--- config.mk ---
export PLATFORM = sky130hd
export DESIGN_NAME = spi_status_ctl
export DESIGN_NICKNAME = d
export VERILOG_FILES = /design/src/rtl/spi_stat_pkg.sv /design/src/rtl/spi_stat_sync.sv /design/src/rtl/spi_stat_ctrl.sv /design/src/rtl/spi_stat_dp.sv /design/src/rtl/spi_status_ctl.sv
export SDC_FILE = /design/constraint.sdc
export NUM_CORES = 1
export LEC_CHECK = 0
export BUFFER_PORTS_ARGS = -buffer_cell sky130_fd_sc_hd__buf_2
export CAP_MARGIN = 20
export CORE_ASPECT_RATIO = 0.5
export CORE_MARGIN = 8
export CORE_UTILIZATION = 61
export CTS_BUF_LIST = sky130_fd_sc_hd__clkbuf_4
export CTS_CLUSTER_DIAMETER = 60
export DETAILED_ROUTE_END_ITERATION = 16
export HOLD_SLACK_MARGIN = 0.03
export PLACE_DENSITY = 0.86
export SLEW_MARGIN = 20
export SYNTH_ARGS = -nofsm -noshare
export SYNTH_HDL_FRONTEND = slang
export SYNTH_SLANG_ARGS = --single-unit
export TNS_END_PERCENT = 100
--- constraint.sdc ---
create_clock -name clk -period 5.1 [get_ports clk]
set_clock_uncertainty 0.1 [all_clocks]
set_input_delay 0.51 -clock clk [delete_from_list [all_inputs] [get_ports clk]]
set_output_delay 0.51 -clock clk [all_outputs]
set_load 0.02 [all_outputs]
--- src/rtl/spi_stat_pkg.sv ---
package spi_stat_pkg;

  localparam int unsigned BYTE_W = 8;

  localparam logic [BYTE_W-1:0] OP_READ_STAT  = 8'h05;
  localparam logic [BYTE_W-1:0] OP_WRITE_STAT = 8'h01;
  localparam logic [BYTE_W-1:0] OP_WRITE_EN   = 8'h06;

  typedef enum logic [2:0] {
    PH_IDLE,
    PH_OPCODE,
    PH_READ,
    PH_WDATA,
    PH_WEN,
    PH_SKIP
  } phase_e;

  typedef struct packed {
    logic rxShift;
    logic txLoad;
    logic txShift;
    logic setWen;
    logic commit;
  } dp_strobe_t;

endpackage

--- src/rtl/spi_stat_sync.sv ---
module spi_stat_sync #(
  parameter int unsigned STAGES = 2
) (
  input  logic clk,
  input  logic rstN,
  input  logic sckIn,
  input  logic csNIn,
  input  logic siIn,
  output logic sckRise,
  output logic sckFall,
  output logic csFall,
  output logic csRise,
  output logic siSync
);

  logic [STAGES:0]   sckPipe;
  logic [STAGES:0]   csPipe;
  logic [STAGES-1:0] siPipe;

  always_ff @(posedge clk) begin
    if (!rstN) begin
      sckPipe <= '0;
      csPipe  <= '1;
      siPipe  <= '0;
    end else begin
      sckPipe <= {sckPipe[STAGES-1:0], sckIn};
      csPipe  <= {csPipe[STAGES-1:0], csNIn};
      siPipe  <= {siPipe[STAGES-2:0], siIn};
    end
  end

  assign sckRise = sckPipe[STAGES-1] & ~sckPipe[STAGES];
  assign sckFall = ~sckPipe[STAGES-1] & sckPipe[STAGES];
  assign csFall  = ~csPipe[STAGES-1] & csPipe[STAGES];
  assign csRise  = csPipe[STAGES-1] & ~csPipe[STAGES];
  assign siSync  = siPipe[STAGES-1];

endmodule

--- src/rtl/spi_stat_ctrl.sv ---
module spi_stat_ctrl
  import spi_stat_pkg::*;
(
  input  logic              clk,
  input  logic              rstN,
  input  logic              sckRise,
  input  logic              sckFall,
  input  logic              csFall,
  input  logic              csRise,
  input  logic              siSync,
  input  logic [BYTE_W-2:0] rxTail,
  input  logic              wenQ,
  output dp_strobe_t        strb,
  output logic              misoOe
);

  localparam int unsigned CNT_MAX = 2 * BYTE_W + 1;
  localparam int unsigned CNT_W   = $clog2(CNT_MAX + 1);
  localparam int unsigned OUT_W   = $clog2(BYTE_W + 1);

  phase_e            phase;
  logic [CNT_W-1:0]  bitCnt;
  logic [OUT_W-1:0]  outCnt;
  logic              oeQ;
  logic              live;
  logic [BYTE_W-1:0] opcode;

  assign live   = !csFall && !csRise;
  assign opcode = {rxTail, siSync};

  always_ff @(posedge clk) begin
    if (!rstN) begin
      phase  <= PH_IDLE;
      bitCnt <= '0;
      outCnt <= '0;
      oeQ    <= 1'b0;
    end else if (csFall) begin
      phase  <= PH_OPCODE;
      bitCnt <= '0;
      outCnt <= '0;
      oeQ    <= 1'b0;
    end else if (csRise) begin
      phase  <= PH_IDLE;
      oeQ    <= 1'b0;
    end else begin
      if (sckRise && phase != PH_IDLE) begin
        if (bitCnt != CNT_W'(CNT_MAX)) bitCnt <= bitCnt + 1'b1;
        if (phase == PH_OPCODE && bitCnt == CNT_W'(BYTE_W - 1)) begin
          case (opcode)
            OP_READ_STAT:  phase <= PH_READ;
            OP_WRITE_STAT: phase <= PH_WDATA;
            OP_WRITE_EN:   phase <= PH_WEN;
            default:       phase <= PH_SKIP;
          endcase
        end
      end
      if (sckFall && phase == PH_READ) begin
        if (outCnt < OUT_W'(BYTE_W)) begin
          outCnt <= outCnt + 1'b1;
          oeQ    <= 1'b1;
        end else begin
          oeQ    <= 1'b0;
        end
      end
    end
  end

  always_comb begin
    strb         = '0;
    strb.rxShift = live && sckRise && phase != PH_IDLE;
    strb.txLoad  = live && sckFall && phase == PH_READ && outCnt == '0;
    strb.txShift = live && sckFall && phase == PH_READ && outCnt != '0
                   && outCnt < OUT_W'(BYTE_W);
    strb.setWen  = csRise && phase == PH_WEN && bitCnt == CNT_W'(BYTE_W);
    strb.commit  = csRise && phase == PH_WDATA && bitCnt == CNT_W'(2 * BYTE_W) && wenQ;
  end

  assign misoOe = oeQ;

  AST_OE_IN_READ:   assert property (@(posedge clk) disable iff (!rstN) misoOe |-> phase == PH_READ);
  AST_OE_OFF_CS:    assert property (@(posedge clk) disable iff (!rstN) csRise |=> !misoOe);
  AST_CS_RESTART:   assert property (@(posedge clk) disable iff (!rstN) csFall |=> bitCnt == '0);
  AST_SKIP_SILENT:  assert property (@(posedge clk) disable iff (!rstN) phase == PH_SKIP |-> !strb.commit && !strb.setWen && !misoOe);

endmodule

--- src/rtl/spi_stat_dp.sv ---
module spi_stat_dp
  import spi_stat_pkg::*;
(
  input  logic              clk,
  input  logic              rstN,
  input  dp_strobe_t        strb,
  input  logic              siSync,
  input  logic              busyIn,
  output logic [BYTE_W-2:0] rxTail,
  output logic              txMsb,
  output logic              wenQ,
  output logic [1:0]        bpOut,
  output logic              wpenOut
);

  logic [BYTE_W-1:0] rxReg;
  logic [BYTE_W-1:0] txReg;
  logic [1:0]        bpQ;
  logic              wpenQ;
  logic [BYTE_W-1:0] statusWord;

  assign statusWord = {wpenQ, 3'b000, bpQ, wenQ, busyIn};

  always_ff @(posedge clk) begin
    if (!rstN) begin
      rxReg <= '0;
      txReg <= '0;
      bpQ   <= '0;
      wpenQ <= 1'b0;
      wenQ  <= 1'b0;
    end else begin
      if (strb.rxShift) rxReg <= {rxReg[BYTE_W-2:0], siSync};
      if (strb.txLoad)       txReg <= statusWord;
      else if (strb.txShift) txReg <= {txReg[BYTE_W-2:0], 1'b0};
      if (strb.commit) begin
        wpenQ <= rxReg[7];
        bpQ   <= rxReg[3:2];
        wenQ  <= 1'b0;
      end else if (strb.setWen) begin
        wenQ  <= 1'b1;
      end
    end
  end

  assign rxTail  = rxReg[BYTE_W-2:0];
  assign txMsb   = txReg[BYTE_W-1];
  assign bpOut   = bpQ;
  assign wpenOut = wpenQ;

  AST_LOCKED_HOLD:  assert property (@(posedge clk) disable iff (!rstN) !wenQ |=> $stable({wpenQ, bpQ}));
  AST_WEN_DROP:     assert property (@(posedge clk) disable iff (!rstN) !$stable({wpenQ, bpQ}) |-> $fell(wenQ));
  AST_RDY_SNAPSHOT: assert property (@(posedge clk) disable iff (!rstN) strb.txLoad |=> txReg[0] == $past(busyIn));
  AST_UNUSED_ZERO:  assert property (@(posedge clk) disable iff (!rstN) strb.txLoad |=> txReg[6:4] == 3'b000);

endmodule

--- src/rtl/spi_status_ctl.sv ---
module spi_status_ctl
  import spi_stat_pkg::*;
#(
  parameter int unsigned SYNC_STAGES = 2
) (
  input  logic       clk,
  input  logic       rstN,
  input  logic       spiSck,
  input  logic       spiCsN,
  input  logic       spiMosi,
  input  logic       storeBusy,
  output logic       spiMiso,
  output logic       spiMisoOe,
  output logic [1:0] protBp,
  output logic       protWpen
);

  logic              sckRise;
  logic              sckFall;
  logic              csFall;
  logic              csRise;
  logic              siSync;
  logic [BYTE_W-2:0] rxTail;
  logic              wenQ;
  dp_strobe_t        strb;

  spi_stat_sync #(.STAGES(SYNC_STAGES)) u_sync (
    .clk     (clk),
    .rstN    (rstN),
    .sckIn   (spiSck),
    .csNIn   (spiCsN),
    .siIn    (spiMosi),
    .sckRise (sckRise),
    .sckFall (sckFall),
    .csFall  (csFall),
    .csRise  (csRise),
    .siSync  (siSync)
  );

  spi_stat_ctrl u_ctrl (
    .clk     (clk),
    .rstN    (rstN),
    .sckRise (sckRise),
    .sckFall (sckFall),
    .csFall  (csFall),
    .csRise  (csRise),
    .siSync  (siSync),
    .rxTail  (rxTail),
    .wenQ    (wenQ),
    .strb    (strb),
    .misoOe  (spiMisoOe)
  );

  spi_stat_dp u_dp (
    .clk     (clk),
    .rstN    (rstN),
    .strb    (strb),
    .siSync  (siSync),
    .busyIn  (storeBusy),
    .rxTail  (rxTail),
    .txMsb   (spiMiso),
    .wenQ    (wenQ),
    .bpOut   (protBp),
    .wpenOut (protWpen)
  );

endmodule

After elaboration in Yosys (flattened, before gate mapping)
Index checks and enable logic that the tools add are counted.

Logic and storage cells: 78. Output and inout bits: 5. Flip-flop bits (word level): 41. Input bits: 6.

Equality and inequality tests: 11. Multiplexer cells: 8. $add $sub $neg: 2. Order comparisons: 1. Reduce and logical (&&, ||, !) cells: 32. Bitwise operators: 10.

Operator list (number): equality test 8 x 3 -> 1 bit, second input constant (2); logical AND 1 bit (16); 2-to-1 mux 8 bit (2); one-hot mux 3 bit (3 select lines) (1); nonzero test 3 bit (3); equality test 8 x 1 -> 1 bit, second input constant (1); equality test 3 x 2 -> 1 bit, second input constant (2); inverter 1 bit (6); AND reduction 3 bit (2); OR reduction 2 bit (3); adder 5 x 1 -> 5 bit, second input constant (1); equality test 5 x 3 -> 1 bit, second input constant (1); equality test 5 x 4 -> 1 bit, second input constant (1); equality test 5 bit, second input constant (1); 2-to-1 mux 1 bit (5); != test 5 bit, second input constant (1); adder 4 x 1 -> 4 bit, second input constant (1); bitwise AND 1 bit (4); zero test 4 bit (1); < comparator 4 bit, second input constant (1); AND reduction 2 bit (2); nonzero test 4 bit (1); equality test 3 x 1 -> 1 bit, second input constant (1); equality test 3 bit, second input constant (1); other kinds (3) (4).

Depth between registers and ports, before layout
Gate-level depths: netlist of the first run.

Depth in word-level cells: 10. Mapped depth: 7. Mapped depth without buffers: 6.

Hierarchy
A second synthesis of the first run with hierarchy kept.

Cells, all modules: 185. Area, all modules: 1859.3 sq um.

Modules (own cells, without submodules): spi_stat_dp (seq. area each 400.4 sq um, cells each 77, instances 1, area an instance 845.8 sq um); spi_stat_ctrl (seq. area each 260.2 sq um, cells each 88, instances 1, area an instance 778.2 sq um); spi_stat_sync (seq. area each 160.2 sq um, cells each 20, instances 1, area an instance 235.2 sq um).

Least setup slack after synthesis of the first run
No wires, ideal clock.

Path type: reg2reg. Start: register u_dp.rxReg[3]. End: register u_ctrl.phase[2]. Arrival: 1.495 ns. Slack: 3.375 ns. Clock period less this slack: 1.725 ns. Stages on the path, launching flop included: 5. Path buffers: 0. Data required time: 4.870 ns. Cell sequence: dfxtp_1 > or4_1 > or4b_1 > a21oi_1 > nor3_1.

Word-level cells in the longest chain between the ends: 2. Elaborated cells on any way between the ends: 4. Classes of those cells: 3 x eq/ne; 1 x mux.

Ends and longest elaborated chain: from (decl) (line spi_stat_dp.sv:16) `logic [BYTE_W-1:0] rxReg;`; from (signal assigned) (line spi_stat_dp.sv:32) `if (strb.rxShift) rxReg <= {rxReg[BYTE_W-2:0], siSync};`; equality test 8 x 3 -> 1 bit / equality test 8 x 1 -> 1 bit (equally long branches) (line spi_stat_ctrl.sv:49) `case (opcode)`; one-hot mux 3 bit (3 select lines) (*) (line spi_stat_ctrl.sv:49); to (signal assigned) (line spi_stat_ctrl.sv:50) `OP_READ_STAT: phase <= PH_READ;`; to (signal assigned) (line spi_stat_ctrl.sv:51) `OP_WRITE_STAT: phase <= PH_WDATA;`; to (signal assigned) (line spi_stat_ctrl.sv:52) `OP_WRITE_EN: phase <= PH_WEN;`; to (decl) (line spi_stat_ctrl.sv:21) `phase_e phase;`.

Mark *: on every way between the ends. The rest lies on a longest branch, timed or not. A chain may end at the register's enable or synchronous reset.

Final worst setup path of the first run
Start: register u_ctrl.phase[1]. End: register u_dp.rxReg[7].

Word-level cells in the longest chain between the ends: 2.

Ends and longest elaborated chain: from (signal assigned) (line spi_stat_ctrl.sv:33) `phase <= PH_IDLE;`; from (signal assigned) (line spi_stat_ctrl.sv:38) `phase <= PH_OPCODE;`; from (signal assigned) (line spi_stat_ctrl.sv:43) `phase <= PH_IDLE;`; nonzero test 3 bit (line spi_stat_ctrl.sv:70) `strb.rxShift = live && sckRise && phase != PH_IDLE;`; logical AND 1 bit (line spi_stat_ctrl.sv:70).

No other way between the ends.

==> results_tabular.tex, run 1 <==
\begin{tabular}{lr}
\hline
Metric & Value \\
\hline
\multicolumn{2}{l}{\textbf{Critical path}} \\
Slack of the worst reg-to-reg path & 3.20 ns \\
Crit path max-delay cell type & sky130\_fd\_sc\_hd\_\_nor3\_1 \\
Startpoint type of the worst setup path & register \\
WP data required & 5.22 ns \\
Crit path capture type & register \\
Startpoint-to-endpoint class of the critical path & register to register \\
Largest driver fanout on the critical path & 8 \\
Critical path arrival & 2.02 ns \\
Bufs and invs on worst path & 0 \\
Delay of the slowest cell on the worst path & 0.53 ns \\
Cell-by-cell trace of the critical path & nor3\_1 -> or3b\_1 -> mux2i\_1 -> nor2\_1 \\
Cell type group with the largest total delay on the critical path & simple AND/OR/NAND/NOR gates \\
\multicolumn{2}{l}{\textbf{Die}} \\
Placement row count & 14 \\
Effective utilization at floorplan & 0.621 \\
Area of the core & 0.00291 mm² \\
Io pins & 11 \\
Die width & 93.0 µm \\
Die footprint & 0.00507 mm² \\
Die extent in y & 54.5 µm \\
\multicolumn{2}{l}{\textbf{GRT}} \\
Total routing usage reported by global routing & 0.144 \\
Wire length of the first global-routing pass & 5620 µm \\
Via count of the first global-routing pass & 1271 \\
Largest net degree at the start of global routing & 20 \\
Antenna violations before repair & 0 \\
Grt total ovfl & 0 \\
\multicolumn{2}{l}{\textbf{Place}} \\
Dpl cells & 232 \\
Cell area reported after detailed placement & 0.00187 mm² \\
Placer congestion estimate & 0.815 \\
Detailed-placement wirelength estimate & 2330 µm \\
Quantity of I/O buffers inserted on ports & 10 \\
\multicolumn{2}{l}{\textbf{Pwr}} \\
Worst voltage drop across the vdd grid & 0.208 mV \\
Fraction of power consumed by the clock network & 0.377 \\
Sequential share of power & 0.590 \\
Logic gate share of total power & 0.033 \\
Lkg Pwr & 0.000767 µW \\
Ratio of total power to cell area & 284 mW/mm² \\
Total net switching power & 114 µW \\
Switching share of power & 0.207 \\
Internal power contribution & 438 µW \\
\multicolumn{2}{l}{\textbf{Synthesis}} \\
Largest cells by area after synthesis & sky130\_fd\_sc\_hd\_\_dfxtp\_1, sky130\_fd\_sc\_hd\_\_mux2i\_1, sky130\_fd\_sc\_hd\_\_ha\_1, sky130\_fd\_sc\_hd\_\_nor2\_1, sky130\_fd\_sc\_hd\_\_nand2\_1 \\
Most frequently used cell type in the post-synthesis netlist & sky130\_fd\_sc\_hd\_\_dfxtp\_1 \\
Gate count of the mapped netlist & 189 \\
Area of the mapped netlist & 0.00181 mm² \\
Total nets after synthesis & 202 \\
Number of flops mapped to enable cells by yosys & 0 \\
Sequential fraction of the synthesis area & 0.454 \\
Avg Synthesized Cell Area & 9.56 µm² \\
Number of warnings printed during yosys synthesis & 0 \\
List of most frequent post-synthesis cells & sky130\_fd\_sc\_hd\_\_dfxtp\_1, sky130\_fd\_sc\_hd\_\_nor2\_1, sky130\_fd\_sc\_hd\_\_nand2\_1 \\
Distinct cell type count of the synthesized netlist & 39 \\
Share of the synthesized area in the top cell type & 0.454 \\
Largest area contributor in the netlist & sky130\_fd\_sc\_hd\_\_dfxtp\_1 \\
Most frequently used flop master after synthesis & sky130\_fd\_sc\_hd\_\_dfxtp\_1 \\
Total of flip-flops plus latches after synthesis & 41 \\
Asr flop ratio synth & 0 \\
\multicolumn{2}{l}{\textbf{Timing}} \\
Max transition margin & 0.605 \\
Final Max Slew Viols & 0 \\
Hold slack final & 0.240 ns \\
Hold violation total from the final report & 0 \\
Actual slew at the worst max-slew pin & 0.588 ns \\
Unrepaired setup endpoints after global routing & false \\
Max Freq & 527 MHz \\
Final Setup Violations & 0 \\
Min Clock Period, post-route & 1.90 ns \\
Final-layout setup total negative slack & 0 ns \\
Part of the cycle the worst path needs & 0.372 \\
\multicolumn{2}{l}{\textbf{Drt}} \\
DRT antenna net count & 0 \\
Routed vias & 1330 \\
Number of DRC violations after detailed routing & 0 \\
DRT Pass-1 Iters & 4 \\
Starting DRC count in detailed routing & 106 \\
Vias per cell & 5.54 \\
Detailed-route wire length & 3180 µm \\
Routed wire length per instance & 13.2 µm \\
\multicolumn{2}{l}{\textbf{Outcome}} \\
Status & finished, final reports clean \\
\multicolumn{2}{l}{\textbf{Clocking}} \\
CTS tree & done \\
Register clock-pin slew on the reported worst setup and hold paths & 0.12 ns \\
Clock tree root driver cell & sky130\_fd\_sc\_hd\_\_clkbuf\_4 \\
\# clock sinks & 41 \\
Setup fix buffers added after clock tree synthesis & 0 \\
H-tree depth reported by CTS & 2 \\
Worst-Skew Late Latency & 0.34 ns \\
Worst-case clock buffer depth & 2 \\
Post-CTS resize count & 0 \\
Number of buffers added to fix hold violations after cts & 0 \\
Clock buffers created by TritonCTS & 5 \\
\multicolumn{2}{l}{\textbf{Layout}} \\
Finished Layout Cells & 240 \\
Number of antenna cells inserted & 0 \\
Share of the core filled with cells in the final layout & 0.669 \\
Area overhead of the layout relative to synthesis & 7.62\% \\
Fraction of layout instances using a drive strength above 1 & 0.115 \\
Design area & 0.00194 mm² \\
Number of nets in the finished design & 212 \\
\multicolumn{2}{l}{\textbf{Hold path}} \\
Hold Path Class & input pin to register \\
\multicolumn{2}{l}{\textbf{Flow run}} \\
Max cap viols & 0 \\
\hline
\end{tabular}
[worst reg2reg max path: cells and delay by family (launching register included)]
| family | cells | cell delay [ns] |
|---|---|---|
| flip-flops | 1 | 0.38 |
| multiplexers | 1 | 0.25 |
| AND/OR/NAND/NOR | 3 | 1.07 |
[layout make-up]
cell class / instances / area [µm²]
clock inverters: 2 / 33.8
repair buffers: 10 / 50.0
flip-flops and latches: 41 / 821
well taps: 40 / 50.0
inverters: 12 / 45.0
multi-input cells: 129 / 900
clock buffers: 6 / 45.0
fillers: 247 / 963
[registers in the layout, indices dropped and copies added (netlist names)]
signal and flops:
u_sync.csPipe 3, u_dp.rxReg 8, u_dp.wenQ 1, u_sync.siPipe 2, u_dp.bpOut 2, u_ctrl.phase 3
u_dp.wpenOut 1, u_ctrl.bitCnt 5, u_ctrl.misoOe 1, u_ctrl.outCnt 4, u_dp.txReg 8, u_sync.sckPipe 3
[power by group through the flow]
stage / clock network, µW / registers [µW] / logic, µW
global placement: 0 / 333 / 17.3
finish: 208 / 325 / 18.1
floorplan: 0 / 332 / 13.6
detailed placement: 0 / 333 / 17.6
global route: 231 / 326 / 20.0
CTS: 212 / 325 / 17.9
[cell usage in the layout, fill, tap and decap left out, types with 2 or more instances in the layout]
| master | n |
|---|---|
| sky130_fd_sc_hd__a21oi_1 | 9 |
| sky130_fd_sc_hd__a311oi_1 | 4 |
| sky130_fd_sc_hd__a31o_2 | 2 |
| sky130_fd_sc_hd__a41oi_1 | 2 |
| sky130_fd_sc_hd__and2_1 | 5 |
| sky130_fd_sc_hd__and4_1 | 2 |
| sky130_fd_sc_hd__buf_2 | 10 |
| sky130_fd_sc_hd__clkbuf_4 | 6 |
| sky130_fd_sc_hd__dfxtp_1 | 41 |
| sky130_fd_sc_hd__ha_1 | 7 |
| sky130_fd_sc_hd__inv_1 | 12 |
| sky130_fd_sc_hd__mux2i_1 | 13 |
| sky130_fd_sc_hd__nand2_1 | 15 |
| sky130_fd_sc_hd__nand2b_1 | 9 |
| sky130_fd_sc_hd__nand3_1 | 5 |
| sky130_fd_sc_hd__nand3b_1 | 3 |
| sky130_fd_sc_hd__nand4_1 | 3 |
| sky130_fd_sc_hd__nor2_1 | 17 |
| sky130_fd_sc_hd__nor2b_1 | 7 |
| sky130_fd_sc_hd__nor3_1 | 6 |
| sky130_fd_sc_hd__or4b_1 | 2 |
| sky130_fd_sc_hd__xnor2_1 | 2 |
[kinds of logic (layout without fill, tap and decap cells)]
| logic type | count (synthesis) | after routing | synth area share |
|---|---|---|---|
| AND/OR/NAND/NOR | 85 | 85 | 0.283 |
| multiplexers | 13 | 13 | 0.0720 |
| adder cells (fa/ha/maj) | 7 | 7 | 0.0485 |
| buffers and inverters | 19 | 30 | 0.0478 |
| AO/OA/AOI/OAI | 21 | 21 | 0.0796 |
| XOR/XNOR | 3 | 3 | 0.0145 |
| flip-flops | 41 | 41 | 0.454 |
[final timing paths]
check / start / end / cells after the start
worst max register to register: u_ctrl.phase[1]$_SDFFE_PP0P_ / u_dp.rxReg[7]$_SDFFE_PN0P_ / 4
worst max-delay path: u_ctrl.phase[1]$_SDFFE_PP0P_ / u_dp.rxReg[7]$_SDFFE_PN0P_ / 4
worst min register to register: u_sync.csPipe[0]$_SDFF_PN1_ / u_sync.csPipe[1]$_SDFF_PN1_ / 1
worst min-delay path: spiCsN / u_sync.csPipe[0]$_SDFF_PN1_ / 2
[per-stage QoR]
| step | power (µW) | setup slack, ns |
|---|---|---|
| after floorplan | 346 | 3.38 |
| after global placement | 350 | 3.26 |
| after detailed placement | 350 | 3.24 |
| after CTS | 555 | 3.20 |
| after global routing | 577 | 3.01 |
| final | 552 | 3.20 |
[layer usage]
metal,share of wire,global-route usage
met5,0,0
met2,0.43,0.239
met3,0.063,0.0588
met4,0.019,0.0528
met1,0.49,0.168
Note: power is estimated with default switching activity, not from simulation.
==> run 2, diff against run 1 <==
--- a/config.mk
+++ b/config.mk
@@ -9,12 +9,12 @@
 export CAP_MARGIN = 20
 export CORE_ASPECT_RATIO = 0.5
 export CORE_MARGIN = 8
-export CORE_UTILIZATION = 61
+export CORE_UTILIZATION = 56
 export CTS_BUF_LIST = sky130_fd_sc_hd__clkbuf_4
 export CTS_CLUSTER_DIAMETER = 60
 export DETAILED_ROUTE_END_ITERATION = 16
 export HOLD_SLACK_MARGIN = 0.03
-export PLACE_DENSITY = 0.86
+export PLACE_DENSITY = 0.83
 export SLEW_MARGIN = 20
 export SYNTH_ARGS = -nofsm -noshare
 export SYNTH_HDL_FRONTEND = slang
==> constraint.sdc (replaced) <==
create_clock -name clk -period 1.57 [get_ports clk]
set_clock_uncertainty 0.1 [all_clocks]
set_input_delay 0.157 -clock clk [delete_from_list [all_inputs] [get_ports clk]]
set_output_delay 0.157 -clock clk [all_outputs]
set_load 0.02 [all_outputs]
==> results_tabular.tex, run 2 (synthesis results as in run 1) <==
\begin{tabular}{lr}
\hline
Metric & Value \\
\hline
\multicolumn{2}{l}{\textbf{Drt}} \\
DRT antenna net count & 0 \\
Starting DRC count in detailed routing & 136 \\
DRT Pass-1 Iters & 4 \\
Routed vias & 1665 \\
Number of DRC violations after detailed routing & 0 \\
Vias per cell & 5.90 \\
Routed wire length per instance & 19.3 µm \\
Detailed-route wire length & 5450 µm \\
\multicolumn{2}{l}{\textbf{Clocking}} \\
Worst-case clock buffer depth & 2 \\
\# clock sinks & 41 \\
Worst-Skew Late Latency & 0.37 ns \\
H-tree depth reported by CTS & 2 \\
Clock buffers created by TritonCTS & 5 \\
Clock tree root driver cell & sky130\_fd\_sc\_hd\_\_clkbuf\_4 \\
CTS tree & done \\
Register clock-pin slew on the reported worst setup and hold paths & 0.12 ns \\
\multicolumn{2}{l}{\textbf{Layout}} \\
Most frequent standard cell in the layout excluding fill and tap cells & sky130\_fd\_sc\_hd\_\_dfxtp\_1 \\
Fraction of layout instances using a drive strength above 1 & 0.467 \\
Number of antenna cells inserted & 0 \\
Regs by FF count & u\_dp.rxReg (8), u\_dp.txReg (8), u\_ctrl.bitCnt (5) \\
Finished Layout Cells & 282 \\
Number of nets in the finished design & 254 \\
Sequential Area & 840 µm² \\
Share of the core filled with cells in the final layout & 0.848 \\
Final-layout fill cell count & 148 \\
Design area & 0.00258 mm² \\
Area overhead of the layout relative to synthesis & 43.1\% \\
Combined area of the multi-input logic cells & 0.00116 mm² \\
Commonest cells after routing, fill and taps aside & sky130\_fd\_sc\_hd\_\_dfxtp\_1, sky130\_fd\_sc\_hd\_\_buf\_4, sky130\_fd\_sc\_hd\_\_nand2\_1, sky130\_fd\_sc\_hd\_\_nor2\_1, sky130\_fd\_sc\_hd\_\_mux2i\_1 \\
\multicolumn{2}{l}{\textbf{Flow run}} \\
Max cap viols & 0 \\
\multicolumn{2}{l}{\textbf{Timing}} \\
Max transition margin & 0.660 \\
Final Setup Violations & 24 \\
Part of the cycle the worst path needs & 1.18 \\
Final Max Slew Viols & 0 \\
Min Clock Period, post-route & 1.84 ns \\
Unrepaired setup endpoints after global routing & true \\
Hold violation total from the final report & 0 \\
Max Freq & 542 MHz \\
Final worst slack & -0.275 ns \\
Actual slew at the worst max-slew pin & 0.510 ns \\
\multicolumn{2}{l}{\textbf{Die}} \\
Die footprint & 0.00541 mm² \\
Die width & 96.3 µm \\
Die extent in y & 56.2 µm \\
Area of the core & 0.00305 mm² \\
Io pins & 11 \\
Placement row count & 14 \\
Effective utilization at floorplan & 0.593 \\
\multicolumn{2}{l}{\textbf{Place}} \\
Cell area reported after detailed placement & 0.00211 mm² \\
Pre-CTS setup slack & -0.199 ns \\
Detailed-placement wirelength estimate & 2840 µm \\
Placer congestion estimate & 0.811 \\
Quantity of I/O buffers inserted on ports & 10 \\
Dpl cells & 263 \\
\multicolumn{2}{l}{\textbf{Hold path}} \\
Hold Path Class & register to register \\
\multicolumn{2}{l}{\textbf{Pwr}} \\
Worst voltage drop across the vdd grid & 0.688 mV \\
Overall power & 1720 µW \\
Lkg Pwr & 0.00101 µW \\
Ratio of total power to cell area & 667 mW/mm² \\
\multicolumn{2}{l}{\textbf{GRT}} \\
Via count of the first global-routing pass & 1639 \\
Total routing usage reported by global routing & 0.182 \\
Largest net degree at the start of global routing & 17 \\
Grt total ovfl & 0 \\
Antenna violations before repair & 0 \\
Wire length of the first global-routing pass & 7670 µm \\
\multicolumn{2}{l}{\textbf{Critical path}} \\
Startpoint-to-endpoint class of the critical path & register to register \\
WP data required & 1.72 ns \\
Crit path capture type & register \\
Largest driver fanout on the critical path & 2 \\
Critical path arrival & 1.99 ns \\
Startpoint type of the worst setup path & register \\
\multicolumn{2}{l}{\textbf{Outcome}} \\
Status & complete, but fails checks \\
Failing checks & setup timing \\
\hline
\end{tabular}
==> run 2: cell count changes in the layout (fill, tap and decap cells not counted), sizes merged <==
cell         change
clkbuf           +2
buf             +36
clkinvlp         +1
clkinv           -1
dlygate4sd3      +5
bufinv           -1
==> run 2: worst max-delay path, cell delays in order, from the launching register on <==
cell and delay, ns:
sky130_fd_sc_hd__dfxtp_2 0.35, sky130_fd_sc_hd__or4_4 0.54, sky130_fd_sc_hd__or4b_1 0.50, sky130_fd_sc_hd__a21oi_2 0.16, sky130_fd_sc_hd__nor3_1 0.08
==> run 2: worst paths after layout <==
path,start,end,slack (ns),cells past startpoint
max,u_dp.rxReg[3]$_SDFFE_PN0P_,u_ctrl.phase[2]$_SDFFE_PP0P_,-0.27,4
min reg2reg,u_sync.csPipe[0]$_SDFF_PN1_,u_sync.csPipe[1]$_SDFF_PN1_,0.32,1
max reg2reg,u_dp.rxReg[3]$_SDFFE_PN0P_,u_ctrl.phase[2]$_SDFFE_PP0P_,-0.27,4
min,u_sync.csPipe[0]$_SDFF_PN1_,u_sync.csPipe[1]$_SDFF_PN1_,0.32,1
==> run 2: repair_timing <==
| item | CTS | global route |
|---|---|---|
| pin swaps | 14 | 16 |
| gates cloned | 0 | 1 |
| hold buffers | 5 | 0 |
| endpoints found under the hold margin | 5 | 0 |
| resized for setup | 45 | 26 |
| endpoints found under the setup margin | 28 | 30 |
| buffers inserted | 6 | 2 |
==> run 2: metrics by stage <==
step	setup TNS (ns)	hold slack, ns
2_1_floorplan	-0.155	0.158
3_3_place_gp	-1.27	0.236
3_5_place_dp	-3.15	0.241
4_1_cts	-1.78	0.326
5_1_grt	-3.51	0.361
6_report	-2.15	0.323
==> run 2: cell type report <==
class / count / share of cell area
timing repair buffer: 52 / 0.165
tap: 40 / 0.0194
clock inverter: 1 / 0.00290
clock buffer: 7 / 0.0203
sequential: 41 / 0.325
multi-input combinational: 129 / 0.449
inverter: 12 / 0.0184
==> run 2: layer usage <==
metal	routed length (µm)	part of all wire	vias up	GRT usage
met5	0	0	-	0
met4	294	0.054	0	0.0940
met3	447	0.082	31	0.0525
met2	2540	0.47	94	0.298
met1	2170	0.40	781	0.209
li1	-	-	759	-
==> run 2: report_power, final <==
part           internal [µW]  leakage [µW]  switching [µW]  total [µW]
Combinational           55.8      0.000640            54.2         110
Clock                    211     0.0000324             343         555
Sequential              1050      0.000335            12.1        1060
==> run 3, diff against run 2 <==
--- a/config.mk
+++ b/config.mk
@@ -12,7 +12,9 @@
 export CORE_UTILIZATION = 56
 export CTS_BUF_LIST = sky130_fd_sc_hd__clkbuf_4
 export CTS_CLUSTER_DIAMETER = 60
+export CTS_CLUSTER_SIZE = 12
 export DETAILED_ROUTE_END_ITERATION = 16
+export GPL_TIMING_DRIVEN = 0
 export HOLD_SLACK_MARGIN = 0.03
 export PLACE_DENSITY = 0.83
 export SLEW_MARGIN = 20
==> constraint.sdc (replaced) <==
create_clock -name clk -period 1.57 [get_ports clk]
set_clock_uncertainty 0.1 [all_clocks]
set_input_delay 0.2355 -clock clk [delete_from_list [all_inputs] [get_ports clk]]
set_output_delay 0.2355 -clock clk [all_outputs]
set_load 0.02 [all_outputs]
==> results_tabular.tex, run 3 (synthesis results as in run 1) <==
\begin{tabular}{lr}
\hline
Metric & Value \\
\hline
\multicolumn{2}{l}{\textbf{Flow run}} \\
Max cap viols & 0 \\
\multicolumn{2}{l}{\textbf{Drt}} \\
DRT antenna net count & 0 \\
Starting DRC count in detailed routing & 211 \\
Number of DRC violations after detailed routing & 0 \\
Routed vias & 1611 \\
Detailed-route wire length & 5010 µm \\
Routed wire length per instance & 18.4 µm \\
Vias per cell & 5.90 \\
DRT Pass-1 Iters & 5 \\
\multicolumn{2}{l}{\textbf{Layout}} \\
Fraction of layout instances using a drive strength above 1 & 0.369 \\
Finished Layout Cells & 273 \\
Area overhead of the layout relative to synthesis & 29.7\% \\
Number of nets in the finished design & 245 \\
Design area & 0.00234 mm² \\
Regs by FF count & u\_dp.rxReg (8), u\_dp.txReg (8), u\_ctrl.bitCnt (5) \\
Commonest cells after routing, fill and taps aside & sky130\_fd\_sc\_hd\_\_dfxtp\_1, sky130\_fd\_sc\_hd\_\_buf\_4, sky130\_fd\_sc\_hd\_\_nor2\_1, sky130\_fd\_sc\_hd\_\_nand2\_1, sky130\_fd\_sc\_hd\_\_mux2i\_1 \\
Most frequent standard cell in the layout excluding fill and tap cells & sky130\_fd\_sc\_hd\_\_dfxtp\_1 \\
Number of antenna cells inserted & 0 \\
\multicolumn{2}{l}{\textbf{Timing}} \\
Actual slew at the worst max-slew pin & 0.496 ns \\
Unrepaired setup endpoints after global routing & true \\
Final Setup Violations & 30 \\
Max transition margin & 0.670 \\
Hold violation total from the final report & 0 \\
Final worst slack & -0.217 ns \\
Final Max Slew Viols & 0 \\
Max Freq & 559 MHz \\
Min Clock Period, post-route & 1.79 ns \\
Part of the cycle the worst path needs & 1.14 \\
\multicolumn{2}{l}{\textbf{Critical path}} \\
Delay of the slowest cell on the worst path & 0.54 ns \\
WP data required & 1.74 ns \\
Critical path arrival & 1.95 ns \\
Largest driver fanout on the critical path & 2 \\
Cell-by-cell trace of the critical path & or4\_4 -> or4b\_4 -> a21oi\_2 -> nor3\_1 \\
Crit path capture type & register \\
Startpoint-to-endpoint class of the critical path & register to register \\
Crit path max-delay cell type & sky130\_fd\_sc\_hd\_\_or4\_4 \\
Startpoint type of the worst setup path & register \\
\multicolumn{2}{l}{\textbf{GRT}} \\
Via count of the first global-routing pass & 1471 \\
Grt total ovfl & 0 \\
Largest net degree at the start of global routing & 13 \\
Wire length of the first global-routing pass & 7060 µm \\
Antenna violations before repair & 0 \\
Total routing usage reported by global routing & 0.168 \\
\multicolumn{2}{l}{\textbf{Die}} \\
Placement row count & 14 \\
Die footprint & 0.00541 mm² \\
Area of the core & 0.00305 mm² \\
Die width & 96.3 µm \\
Effective utilization at floorplan & 0.593 \\
Die extent in y & 56.2 µm \\
Io pins & 11 \\
\multicolumn{2}{l}{\textbf{Clocking}} \\
\# clock sinks & 41 \\
Clock buffers created by TritonCTS & 5 \\
H-tree depth reported by CTS & 2 \\
Worst-Skew Late Latency & 0.37 ns \\
Register clock-pin slew on the reported worst setup and hold paths & 0.13 ns \\
Clock tree root driver cell & sky130\_fd\_sc\_hd\_\_clkbuf\_4 \\
CTS tree & done \\
Worst-case clock buffer depth & 2 \\
\multicolumn{2}{l}{\textbf{Pwr}} \\
Ratio of total power to cell area & 718 mW/mm² \\
Lkg Pwr & 0.000940 µW \\
Worst voltage drop across the vdd grid & 0.528 mV \\
Overall power & 1680 µW \\
\multicolumn{2}{l}{\textbf{Place}} \\
Cell area reported after detailed placement & 0.00191 mm² \\
Quantity of I/O buffers inserted on ports & 9 \\
Pre-CTS setup slack & -0.281 ns \\
Dpl cells & 238 \\
Detailed-placement wirelength estimate & 2590 µm \\
Placer congestion estimate & 0.766 \\
\multicolumn{2}{l}{\textbf{Outcome}} \\
Status & complete, but fails checks \\
Failing checks & setup timing \\
\multicolumn{2}{l}{\textbf{Hold path}} \\
Hold Path Class & input pin to register \\
\hline
\end{tabular}
-- run 3: cell types whose count changed in the layout (fill, tap and decap cells not counted), moves of 3 or more --
cell	before	now
sky130_fd_sc_hd__buf_4	30	21
sky130_fd_sc_hd__dfxtp_2	6	11
sky130_fd_sc_hd__dfxtp_1	32	28
sky130_fd_sc_hd__nand2b_1	4	8
sky130_fd_sc_hd__nand2b_4	4	0
sky130_fd_sc_hd__a21oi_1	3	6
sky130_fd_sc_hd__a21oi_2	6	3
sky130_fd_sc_hd__clkbuf_1	0	3
sky130_fd_sc_hd__nand3_1	2	5
sky130_fd_sc_hd__nand3_2	3	0
sky130_fd_sc_hd__nor2_1	14	17
sky130_fd_sc_hd__nor2_2	3	0
-- run 3: per-stage QoR --
step,hold WS [ns],setup TNS [ns],utilization
finish,0.0436,-3.62,0.769
global route,0.0525,-4.91,0.769
CTS,0.0457,-1.06,0.743
detailed placement,0.305,-4.25,0.625
global placement,0.291,-2.16,0.625
floorplan,0.237,-0.155,-
-- run 3: layout make-up --
type                            instances  area (µm²)
Inverter                               12        47.5
Clock buffer                            5        37.5
Clock inverter                          3        12.5
Buffer                                  6        38.8
Timing Repair Buffer                   37         278
Multi-Input combinational cell        129        1040
Tap cell                               40        50.0
Fill cell                             190         704
Sequential cell                        41         842
-- run 3: worst max-delay path: cells and delay by family (launching register included) --
| family | cells | cell delay (ns) |
|---|---|---|
| simple gates | 3 | 1.11 |
| compound gates | 1 | 0.15 |
| flops | 1 | 0.35 |
-- run 3: path summary, 6_finish.rpt --
check | start | end | slack (ns) | cells after the start
worst max-delay path | u_dp.rxReg[5]$_SDFFE_PN0P_ | u_ctrl.phase[2]$_SDFFE_PP0P_ | -0.22 | 4
worst min-delay path | storeBusy | u_dp.txReg[0]$_SDFFE_PN0P_ | 0.04 | 3
worst max register to register | u_dp.rxReg[5]$_SDFFE_PN0P_ | u_ctrl.phase[2]$_SDFFE_PP0P_ | -0.22 | 4
worst min register to register | u_sync.csPipe[0]$_SDFF_PN1_ | u_sync.csPipe[1]$_SDFF_PN1_ | 0.31 | 1
-- run 3: what timing repair did --
item | 4_1_cts | 5_1_grt
endpoints found under the hold margin | 3 | 0
endpoints found under the setup margin | 30 | 30
hold buffers | 3 | 0
gates cloned | 1 | 0
pin swaps | 16 | 7
buffers inserted | 19 | 6
resized for setup | 37 | 17
-- run 3: power by group --
part / switching (µW) / internal [µW]
combinational: 52.6 / 48.1
sequential: 11.4 / 1050
clock: 361 / 162
-- run 3: per-layer routing --
| layer | up-vias | global-route usage | routed length, µm |
|---|---|---|---|
| met4 | 0 | 0.0919 | 207 |
| met3 | 30 | 0.0525 | 405 |
| li1 | 740 | - | - |
| met1 | 753 | 0.190 | 2090 |
| met2 | 88 | 0.274 | 2310 |
| met5 | - | 0 | 0 |
